### src/rtl/spi_hold_pkg.sv
package spi_hold_pkg;

    typedef enum logic [1:0] {
        ST_RUN        = 2'd0,
        ST_ENTER_WAIT = 2'd1,
        ST_HELD       = 2'd2,
        ST_EXIT_WAIT  = 2'd3
    } hold_state_t;

endpackage

### src/rtl/hold_sync.sv
module hold_sync #(
    parameter int   STAGES  = 2,
    parameter logic RST_VAL = 1'b0
) (
    input  logic clk,
    input  logic rst_n,
    input  logic d,
    output logic q
);
    logic [STAGES-1:0] pipe;

    always_ff @(posedge clk) begin
        if (!rst_n) begin
            pipe <= {STAGES{RST_VAL}};
        end else begin
            pipe[0] <= d;
            for (int i = 1; i < STAGES; i++) begin
                pipe[i] <= pipe[i-1];
            end
        end
    end

    assign q = pipe[STAGES-1];
endmodule

### src/rtl/hold_fsm.sv
module hold_fsm
    import spi_hold_pkg::*;
(
    input  logic clk,
    input  logic rst_n,
    input  logic hold_s,   // synced hold_n (0 = pause requested)
    input  logic sck_s,    // synced serial clock level
    input  logic cs_s,     // synced cs_n (1 = deselected)
    output logic hold_active,
    output logic hold_abort
);
    hold_state_t state, nxt;
    logic        hold_prev;
    logic        hold_fall;
    logic        abort_q;

    assign hold_fall = hold_prev & ~hold_s;

    // next-state logic
    always_comb begin
        nxt = state;
        if (cs_s) begin
            nxt = ST_RUN;
        end else begin
            unique case (state)
                ST_RUN: begin
                    if (hold_fall) nxt = sck_s ? ST_ENTER_WAIT : ST_HELD;
                end
                ST_ENTER_WAIT: begin
                    if (hold_s)      nxt = ST_RUN;
                    else if (!sck_s) nxt = ST_HELD;
                end
                ST_HELD: begin
                    if (hold_s) nxt = sck_s ? ST_EXIT_WAIT : ST_RUN;
                end
                ST_EXIT_WAIT: begin
                    if (!hold_s)     nxt = ST_HELD;
                    else if (!sck_s) nxt = ST_RUN;
                end
                default: nxt = ST_RUN;
            endcase
        end
    end

    // state register
    always_ff @(posedge clk) begin
        if (!rst_n) begin
            state     <= ST_RUN;
            hold_prev <= 1'b1;
        end else begin
            state     <= nxt;
            hold_prev <= hold_s;
        end
    end

    // outputs
    always_ff @(posedge clk) begin
        if (!rst_n) abort_q <= 1'b0;
        else        abort_q <= cs_s && (state == ST_HELD || state == ST_EXIT_WAIT);
    end

    assign hold_active = (state == ST_HELD) || (state == ST_EXIT_WAIT);
    assign hold_abort  = abort_q;


    entry_sck_low_chk: assert property (@(posedge clk) disable iff (!rst_n)
        $rose(hold_active) |-> $past(!sck_s));

    entry_selected_chk: assert property (@(posedge clk) disable iff (!rst_n)
        $rose(hold_active) |-> $past(!cs_s));

    exit_sck_low_chk: assert property (@(posedge clk) disable iff (!rst_n)
        $fell(hold_active) |-> ($past(!sck_s) || $past(cs_s)));

    hold_keeps_chk: assert property (@(posedge clk) disable iff (!rst_n)
        (hold_active && !hold_s && !cs_s) |=> hold_active);

    deselect_clears_chk: assert property (@(posedge clk) disable iff (!rst_n)
        cs_s |=> !hold_active);

    abort_single_chk: assert property (@(posedge clk) disable iff (!rst_n)
        hold_abort |=> !hold_abort);

    abort_released_chk: assert property (@(posedge clk) disable iff (!rst_n)
        hold_abort |-> !hold_active);
endmodule

### src/rtl/hold_gate.sv
module hold_gate #(
    parameter int OE_W = 1
) (
    input  logic            hold_active,
    input  logic [OE_W-1:0] so_oe_i,
    input  logic            shift_en_i,
    output logic [OE_W-1:0] so_oe_o,
    output logic            shift_en_o
);
    for (genvar g = 0; g < OE_W; g++) begin : g_lane
        assign so_oe_o[g] = so_oe_i[g] & ~hold_active;
    end

    assign shift_en_o = shift_en_i & ~hold_active;
endmodule

### src/rtl/spi_hold_ctrl.sv
module spi_hold_ctrl #(
    parameter int SYNC_STAGES = 2,
    parameter int OE_W        = 1
) (
    input  logic            clk,
    input  logic            rst_n,
    input  logic            hold_n,
    input  logic            sck,
    input  logic            cs_n,
    input  logic [OE_W-1:0] so_oe_i,
    input  logic            shift_en_i,
    output logic            hold_active,
    output logic            hold_abort,
    output logic            shift_en_o,
    output logic [OE_W-1:0] so_oe_o
);
    logic hold_s, sck_s, cs_s;

    hold_sync #(.STAGES(SYNC_STAGES), .RST_VAL(1'b1)) u_sync_hold (
        .clk(clk), .rst_n(rst_n), .d(hold_n), .q(hold_s));
    hold_sync #(.STAGES(SYNC_STAGES), .RST_VAL(1'b0)) u_sync_sck (
        .clk(clk), .rst_n(rst_n), .d(sck), .q(sck_s));
    hold_sync #(.STAGES(SYNC_STAGES), .RST_VAL(1'b1)) u_sync_cs (
        .clk(clk), .rst_n(rst_n), .d(cs_n), .q(cs_s));

    hold_fsm u_fsm (
        .clk(clk), .rst_n(rst_n),
        .hold_s(hold_s), .sck_s(sck_s), .cs_s(cs_s),
        .hold_active(hold_active), .hold_abort(hold_abort));

    hold_gate #(.OE_W(OE_W)) u_gate (
        .hold_active(hold_active), .so_oe_i(so_oe_i), .shift_en_i(shift_en_i),
        .so_oe_o(so_oe_o), .shift_en_o(shift_en_o));


    gate_oe_chk: assert property (@(posedge clk) disable iff (!rst_n)
        hold_active |-> (so_oe_o == '0 && !shift_en_o));
endmodule

### config.mk
export PLATFORM = sky130hd
export DESIGN_NAME = spi_hold_ctrl
export DESIGN_NICKNAME = d
export VERILOG_FILES = /design/src/rtl/spi_hold_pkg.sv /design/src/rtl/hold_sync.sv /design/src/rtl/hold_fsm.sv /design/src/rtl/hold_gate.sv /design/src/rtl/spi_hold_ctrl.sv
export SDC_FILE = /design/constraint.sdc
export NUM_CORES = 1
export LEC_CHECK = 0
export ABC_AREA = 0
export BUFFER_PORTS_ARGS = -buffer_cell sky130_fd_sc_hd__buf_4
export CAP_MARGIN = 20
export CORE_AREA = 5 5 42 44
export CTS_CLUSTER_SIZE = 10
export DETAILED_ROUTE_END_ITERATION = 10
export DIE_AREA = 0 0 47 49
export SLEW_MARGIN = 20
export SYNTH_ARGS = -nofsm -noshare
export SYNTH_HDL_FRONTEND = slang
export SYNTH_SLANG_ARGS = --single-unit
### constraint.sdc
create_clock -name clk -period 2.51 [get_ports clk]
set_clock_uncertainty 0.15 [all_clocks]
set_input_delay 0.1255 -clock clk [delete_from_list [all_inputs] [get_ports clk]]
set_output_delay 0.1255 -clock clk [all_outputs]
set_load 0.1 [all_outputs]
==> results.md, run 1 <==
* Biggest area consumer among synthesized cells: dfxtp_1
* Syn avg cell area at 11.3 um2
* Synth area leaders: dfxtp_1 61%, nand2b_1 11%, and2b_2 5.4%, and2_1 3.8%, and4b_1 3.1%
* # rows at 14
* Core Footprint at ~1400 um2
* Setup bufs post-CTS at 0
* Final core occ at 0.357
* Drt initial violations at 0
* WS Path Type: in -> reg
* IO Count at 11
* Worst Tran Pin Value at 0.280 ns
* Initial antenna violation count at 0
* Post-synth cell types at 13
* Min Tclk post-route at approximately 1.5 ns
* First-pass GRT wire length at just over 700 um
* Fill count at about 140
* H-tree depth at 1
* Die height at 49 um
* Startpoint Class: primary input
* Post-synthesis cell area at approximately 330 um2
* Mapped Cells at 29
* Maxcap violations at 0
* Die area at around 2300 um2
* Grt ovf at 0
* Clk_lat worst skew at between 0.2 and 0.3 ns
* Static leakage at approximately 0.00021 uW
* Wirelength per Cell at about 8.3 um
* DRC viols at 0
* Clock-pin slew on the worst setup and hold paths at about 0.060 ns
* TritonRoute pass-1 iters at 1
* Required @ worst endpoint at 2.50 ns
* All-Layer GR Usage at 0.0452
* Critical path arrival at 1.45 ns
* RSZ-0062 raised after global routing: no
* Syn Nets at 36
* Root Driver: clkbuf_4
* Chip width at around 47 um
* CTS tree: yes
* Layout cell share with drive strength beyond 1 at 0.362
* Diodes inserted at 0
* Hold Vio Cnt, Final at 0
* Number of routed nets with antenna violations at 0
* Port-buffer cells at 10
* Status: complete, no violations
* Vias in the first global route at approximately 210
* Synth Warn # at 0
* RePlAce Congestion at ~0.58
* Clk sinks at 10
* Via count at 248
* Clock buffer count from CTS at 3
* Achievable Freq at between 600 and 700 MHz
* Setup TNS at 0 ns
* Final Power at approximately 310 uW
* HP Class: reg -> reg
* Nets at between 50 and 60
* Final Setup Violations at 0
* Routed vias/inst at 3.94
* Initial Utilization at 0.233
* Final wirelength at roughly 520 um
* PwrDens at slightly above 600 nW/um2
* Tcrit/Tclk final at 0.583
* Clock Tree Buf Depth at 2
* Post-synth top area share at 0.613
* #FFs+latches synth at 10
* Relative slew slack at 0.815
* Largest net degree at the start of global routing at 11
* Register area share after synthesis at 0.613
* Worst vdd ir at 283 uV
* Layout area overhead at 53.3%
* Slew Limit Fails at 0
* Crit end category: flop
* Worst-path maximum fanout at 1
[routing by layer]
layer	wire length, um	track usage	vias to the layer above
met1	219	0.0444	106
met2	226	0.0633	10
met3	78	0.0258	0
met5	0	0	-
li1	-	-	132
met4	0	0.0415	0
[logic make-up after synthesis]
group                  after synthesis  synth area share
and+or+nand+nor                     16             0.326
DFF                                 10             0.613
AOI/OAI and AO/OA                    2            0.0498
buffers and inverters                1            0.0115
[where the power goes]
| part | internal [uW] | leakage [uW] | switching [uW] | total (uW) |
|---|---|---|---|---|
| combinational | 19.7 | 0.000119 | 21.8 | 41.5 |
| clock | 55.0 | 0.0000138 | 47.4 | 102 |
| sequential | 164 | 0.0000821 | 2.07 | 166 |
[flip-flops by register name (all words and copies together), names as in the netlist]
| register | cells |
|---|---|
| u_sync_sck.pipe | 2 |
| u_sync_hold.pipe | 2 |
| u_sync_cs.pipe | 2 |
| u_fsm.state | 2 |
| u_fsm.hold_abort | 1 |
| u_fsm.hold_prev | 1 |
[path summary, 6_finish.rpt]
kind,start,to,slack (ns),cells past startpoint
max,cs_n,u_sync_cs.pipe[0]$_SDFF_PN1_,1.05,4
min,u_sync_hold.pipe[0]$_SDFF_PN1_,u_sync_hold.pipe[1]$_SDFF_PN1_,0.26,1
max reg2reg,u_fsm.state[1]$_SDFFE_PP0P_,u_fsm.state[0]$_SDFFE_PP0P_,1.45,2
min reg2reg,u_sync_hold.pipe[0]$_SDFF_PN1_,u_sync_hold.pipe[1]$_SDFF_PN1_,0.26,1
[cell usage after synthesis (all sizes together)]
library cell and instances:
dfxtp 10, and3 1, nand2b 6, or3 1, a21oi 1, and2b 2
nand2 1, nand3b 1, and4b 1, o21bai 1, nor2 1, clkbuf 1
and2 2
[per-stage QoR]
step	instances	worst slack [ns]	instance area (um2)	hold slack (ns)
3_5_place_dp	54	1.39	418	0.163
2_1_floorplan	29	1.02	327	0.0485
6_report	63	1.05	500	0.263
3_3_place_gp	54	1.41	418	0.158
4_1_cts	63	1.07	500	0.256
5_1_grt	63	1.03	500	0.279
[area by class of cell]
cell class,instances,area [um2],share of cell area
sequential,10,200,0.400
clock buffer,3,22.5,0.0450
timing repair buffer,16,135,0.270
multi-input combinational,18,123,0.245
tap,16,20.0,0.0400
[worst max-delay path, cell delays in order]
cell and delay (ns):
dlygate4sd3_1 0.53, buf_4 0.13, nand2b_1 0.12, dlygate4sd3_1 0.55
[cell usage in the layout (no fill, tap or decap)]
master         synthesis  routed
nor2_1                 1       1
nand3b_1               1       1
a21oi_2                1       1
buf_4                  0      10
and2b_2                2       2
and2_1                 2       2
nand2b_1               6       6
o21bai_1               1       1
and4b_1                1       1
or3_1                  1       1
and3_2                 1       1
dfxtp_1               10      10
dlygate4sd3_1          0       6
clkbuf_4               0       3
nand2_1                1       1
[what timing repair did]
action	in CTS	in global routing
gates resized for setup	0	0
endpoints found under the hold margin	7	0
endpoints found under the setup margin	0	0
hold buffers	6	0
No activity file was read; power rests on OpenSTA's default activity.
==> inputs of run 2 (changes only) <==
==> constraint.sdc (replaced) <==
create_clock -name clk -period 1.3 [get_ports clk]
set_clock_uncertainty 0.15 [all_clocks]
set_input_delay 0.065 -clock clk [delete_from_list [all_inputs] [get_ports clk]]
set_output_delay 0.065 -clock clk [all_outputs]
set_load 0.1 [all_outputs]
==> run 2 against run 1 <==
Net effect: via count grew 1.6%; sequential share of layout area is essentially flat; clock power grew to 2.7 times the previous value; critical path depth shrank 2; worst setup slack lost 1.0 ns; critical endpoint is now shift_en_o; largest power group unchanged.
==> results.md, run 2 (synthesis gave the netlist of run 1 again) <==
* Vias in the first global route at roughly 220
* Setup TNS at 0 ns
* HP Class: reg -> reg
* Required @ worst endpoint at around 1.1 ns
* Final instance area at 503 um2
* Most frequent cells in the layout: 9 x dfxtp_1, 8 x buf_4, 6 x nand2b_1
* Setup bufs post-CTS at 0
* TritonRoute pass-1 iters at 2
* Drt initial violations at 1
* Routed vias/inst at between 4 and 5
* First-pass GRT wire length at 759 um
* Most common cell after layout, fill and taps aside: dfxtp_1
* All-Layer GR Usage at 0.0473
* Number of routed nets with antenna violations at 0
* Slew Limit Fails at 0
* Final Setup Violations at 0
* DRC viols at 0
* Layout area overhead at 54.0%
* Clk_lat worst skew at around 0.26 ns
* Clk sinks at 10
* Tcrit/Tclk final at 0.961
* Final wirelength at approximately 550 um
* Crit end category: output port
* Min Tclk post-route at about 1.2 ns
* Clock Tree Buf Depth at 2
* Clock buffer count from CTS at 3
* Dpl cell area at between 400 and 500 um2
* Initial Utilization at 0.233
* Wirelength per Cell at between 8 and 9 um
* Hold Vio Cnt, Final at 0
* RePlAce Congestion at between 0.6 and 0.7
* Reg2reg path depth at 2
* Worst Tran Pin Value at about 0.28 ns
* Layout cell share with drive strength beyond 1 at 0.413
* # rows at 14
* Critical path arrival at a little over 1 ns
* Root Driver: clkbuf_4
* Via count at approximately 250
* Grt ovf at 0
* Maxcap violations at 0
* Diodes inserted at 0
* Final WS setup at 0.0510 ns
* IO Count at 11
* Worst Hold Depth at 1
* Status: complete, no violations
* Dpl ws at between 0.2 and 0.25 ns
* Port-buffer cells at 10
* Static leakage at roughly 0.00022 uW
* Startpoint Class: flop
* RSZ-0062 raised after global routing: no
* PwrDens at about 1300 nW/um2
* Largest net degree at the start of global routing at 11
* Chip width at 47 um
* Core Footprint at approximately 1400 um2
* Nets at 54
* Achievable Freq at about 800 MHz
* Relative slew slack at 0.816
* Die area at 2300 um2
* Die height at between 40 and 50 um
* Clock-pin slew on the worst setup and hold paths at about 0.070 ns
* Worst vdd ir at about 500 uV
* CTS tree: yes
* Worst-path maximum fanout at 7
* Initial antenna violation count at 0
* WS Path Type: reg -> out
* H-tree depth at 1
==> run 2: path summary, 6_finish.rpt <==
path                                start                           end  slack [ns]
max reg2reg   u_fsm.state[1]$_SDFFE_PP0P_   u_fsm.state[0]$_SDFFE_PP0P_        0.25
min reg2reg  u_sync_cs.pipe[0]$_SDFF_PN1_  u_sync_cs.pipe[1]$_SDFF_PN1_        0.27
min          u_sync_cs.pipe[0]$_SDFF_PN1_  u_sync_cs.pipe[1]$_SDFF_PN1_        0.27
max           u_fsm.state[1]$_SDFFE_PP0P_                    shift_en_o        0.05
==> run 2: cell type report <==
class / count / area [um2]
multi-input cells: 18 / 123
repair buffers: 14 / 123
well taps: 16 / 20.0
fillers: 144 / 898
flip-flops and latches: 10 / 201
clock buffers: 4 / 36.3
==> run 2: stage by stage <==
stage               total power (uW)  utilization  hold WS, ns  std cells
finish                           673        0.359        0.265         62
global placement                 393        0.298       0.0977         54
floorplan                        370            -      -0.0120         29
detailed placement               394        0.298        0.106         54
CTS                              684        0.359        0.268         62
global route                     700        0.359        0.303         62
==> run 2: routing by layer <==
metal | vias up | GRT usage | part of all wire
li1 | 126 | - | -
met3 | 0 | 0.0258 | 0.15
met4 | 0 | 0.0415 | 0
met5 | - | 0 | 0
met2 | 11 | 0.0656 | 0.44
met1 | 115 | 0.0489 | 0.41
==> run 2: what timing repair did <==
| item | in CTS | in global routing |
|---|---|---|
| endpoints found under the setup margin | 2 | 0 |
| hold buffers | 4 | 0 |
| hold endpoints to repair | 10 | 0 |
| gates resized for setup | 3 | 0 |
==> run 2: critical path, stage by stage (launching register included) <==
cell and delay, ns:
dfxtp_2 0.37, and2b_2 0.23, buf_6 0.18
==> run 2: where the power goes <==
part           total (uW)  leakage, uW  internal (uW)  switching [uW]
Sequential            320    0.0000826            316            4.01
Clock                 274    0.0000210            170             104
Combinational        78.9     0.000116           36.5            42.3
==> inputs of run 3 (changes only) <==
==> constraint.sdc (replaced) <==
create_clock -name clk -period 1.1 [get_ports clk]
set_clock_uncertainty 0.15 [all_clocks]
set_input_delay 0.055 -clock clk [delete_from_list [all_inputs] [get_ports clk]]
set_output_delay 0.055 -clock clk [all_outputs]
set_load 0.1 [all_outputs]
==> run 3 against run 2 <==
Net effect: the flow now finishes with violations (setup timing); critical path depth did not move; sequential power rose by 17%; register-to-register slack got worse by 0.33 ns; via count fell by 0.40%; die area did not move; total power rose by 20%; clock power rose by 19%; final cell count rose by 3.2%; clock-buffer cell count did not move; highest routed layer unchanged.
==> results.md, run 3 (synthesis gave the netlist of run 1 again) <==
* Status: finished, violations left
* Failing checks: setup timing
* Crit end category: output port
* CTS tree: yes
* Initial antenna violation count at 0
* Clk_lat worst skew at 0.26 ns
* First-pass GRT wire length at about 940 um
* Layout area overhead at 66.7%
* Fill count at 141
* Via count at around 250
* Worst Hold Depth at 1
* Grt ovf at 0
* PwrDens at around 1500 nW/um2
* Initial Utilization at 0.233
* Die height at just under 50 um
* Chip width at 47 um
* Clock-pin slew on the worst setup and hold paths at approximately 0.06 ns
* Max incr delay on CP at between 0.3 and 0.4 ns
* Clock Tree Buf Depth at 2
* Critical path arrival at 1.00 ns
* Final Setup Violations at 3
* TritonRoute pass-1 iters at 3
* DRC viols at 0
* Wirelength per Cell at 9.17 um
* Required @ worst endpoint at 0.89 ns
* H-tree depth at 1
* Crit Reg-Reg Startpoint: u_fsm.state[1]$_SDFFE_PP0P_
* Static leakage at between 0.0002 and 0.00025 uW
* Final Power at between 800 and 900 uW
* Reg2reg path depth at 3
* Reg area at 205 um2
* Layout cell share with drive strength beyond 1 at 0.479
* Vias in the first global route at approximately 260
* Number of routed nets with antenna violations at 0
* Largest net degree at the start of global routing at 11
* Clk sinks at 10
* Tcrit/Tclk final at 1.10
* IO Count at 11
* Final wirelength at 587 um
* HP Class: reg -> reg
* Routed vias/inst at 3.92
* WS Path Type: reg -> out
* Diodes inserted at 0
* RePlAce Congestion at around 0.62
* Worst Tran Pin Value at around 0.28 ns
* Final WS setup at -0.109 ns
* Nets at between 50 and 60
* CP delay by family, top: flip-flops
* Crit-path cells: and2b_2 -> buf_12
* Footprint of the multi-input gates at between 100 and 150 um2
* Dpl ws at between 0.03 and 0.04 ns
* Port-buffer cells at 10
* Root Driver: clkbuf_4
* RSZ-0062 raised after global routing: yes
* Worst Hold Slack at approximately 0.27 ns
* Buffers & Inverters on Critical Path at 1
* Worst hold path endpoint: u_sync_cs.pipe[1]$_SDFF_PN1_
* Worst path slowest cell: dfxtp_4
* Most common cell after layout, fill and taps aside: buf_4
* All-Layer GR Usage at 0.0601
* Worst-path maximum fanout at 4
* Relative slew slack at 0.816
* Min Tclk post-route at 1.21 ns
* Most frequent cells in the layout: 10 x buf_4, 8 x dfxtp_1, 6 x nand2b_1
* Core Footprint at around 1400 um2
* Reg2reg end: u_fsm.state[0]$_SDFFE_PP0P_
* Worst vdd ir at roughly 860 uV
* Drt initial violations at 1
* Startpoint Class: flop
* R2r setup slk at -0.08 ns
* Hold Vio Cnt, Final at 0
* Die area at between 2000 and 2500 um2
* Clock buffer count from CTS at 3
* # rows at 14
* Slew Limit Fails at 0
* Achievable Freq at a little over 800 MHz
* Hold Crit Start: u_sync_cs.pipe[0]$_SDFF_PN1_
* Maxcap violations at 0
[run 3: where the power goes]
group / leakage, uW / switching, uW / total [uW] / internal [uW]
registers: 0.0000834 / 3.97 / 376 / 372
logic: 0.000134 / 52.9 / 107 / 54.4
clock network: 0.0000210 / 124 / 325 / 201
[run 3: cell type report]
cell class	count	area share
multi-input combinational	18	0.234
clock buffer	4	0.0667
tap	16	0.0368
timing repair buffer	16	0.285
sequential	10	0.377
[run 3: through the flow]
stage	util	area, um2	setup TNS, ns	std cells
5_1_grt	0.388	544	-0.461	64
3_3_place_gp	0.304	427	0	55
4_1_cts	0.385	539	-0.331	64
3_5_place_dp	0.304	427	0	55
6_report	0.388	544	-0.290	64
2_1_floorplan	-	329	0	29
[run 3: repair_timing]
action                     in CTS  in global routing
gates resized for setup         8                  1
setup endpoints to repair       3                  5
pin swaps                       0                  3
hold buffers                    4                  0
buffers inserted                1                  0
hold endpoints to repair       10                  0
[run 3: worst max-delay path by stage]
| stage | start | endpoint | slack, ns | cells after the start |
|---|---|---|---|---|
| after floorplan | u_fsm.state[1]$_SDFFE_PP0P_ | shift_en_o | 0.04 | 1 |
| after global placement | u_fsm.state[1]$_SDFFE_PP0P_ | so_oe_o | 0.06 | 2 |
| after detailed placement | u_fsm.state[1]$_SDFFE_PP0P_ | u_fsm.state[0]$_SDFFE_PP0P_ | 0.04 | 2 |
| after CTS | u_fsm.state[1]$_SDFFE_PP0P_ | shift_en_o | -0.12 | 2 |
| after global routing | u_fsm.state[1]$_SDFFE_PP0P_ | so_oe_o | -0.16 | 2 |
| final | u_fsm.state[1]$_SDFFE_PP0P_ | so_oe_o | -0.11 | 2 |
[run 3: layer usage]
metal / GRT usage / wire length [um]
met1: 0.0511 / 201
met2: 0.0928 / 327
met3: 0.0554 / 59
met5: 0 / 0
met4: 0.0276 / 0
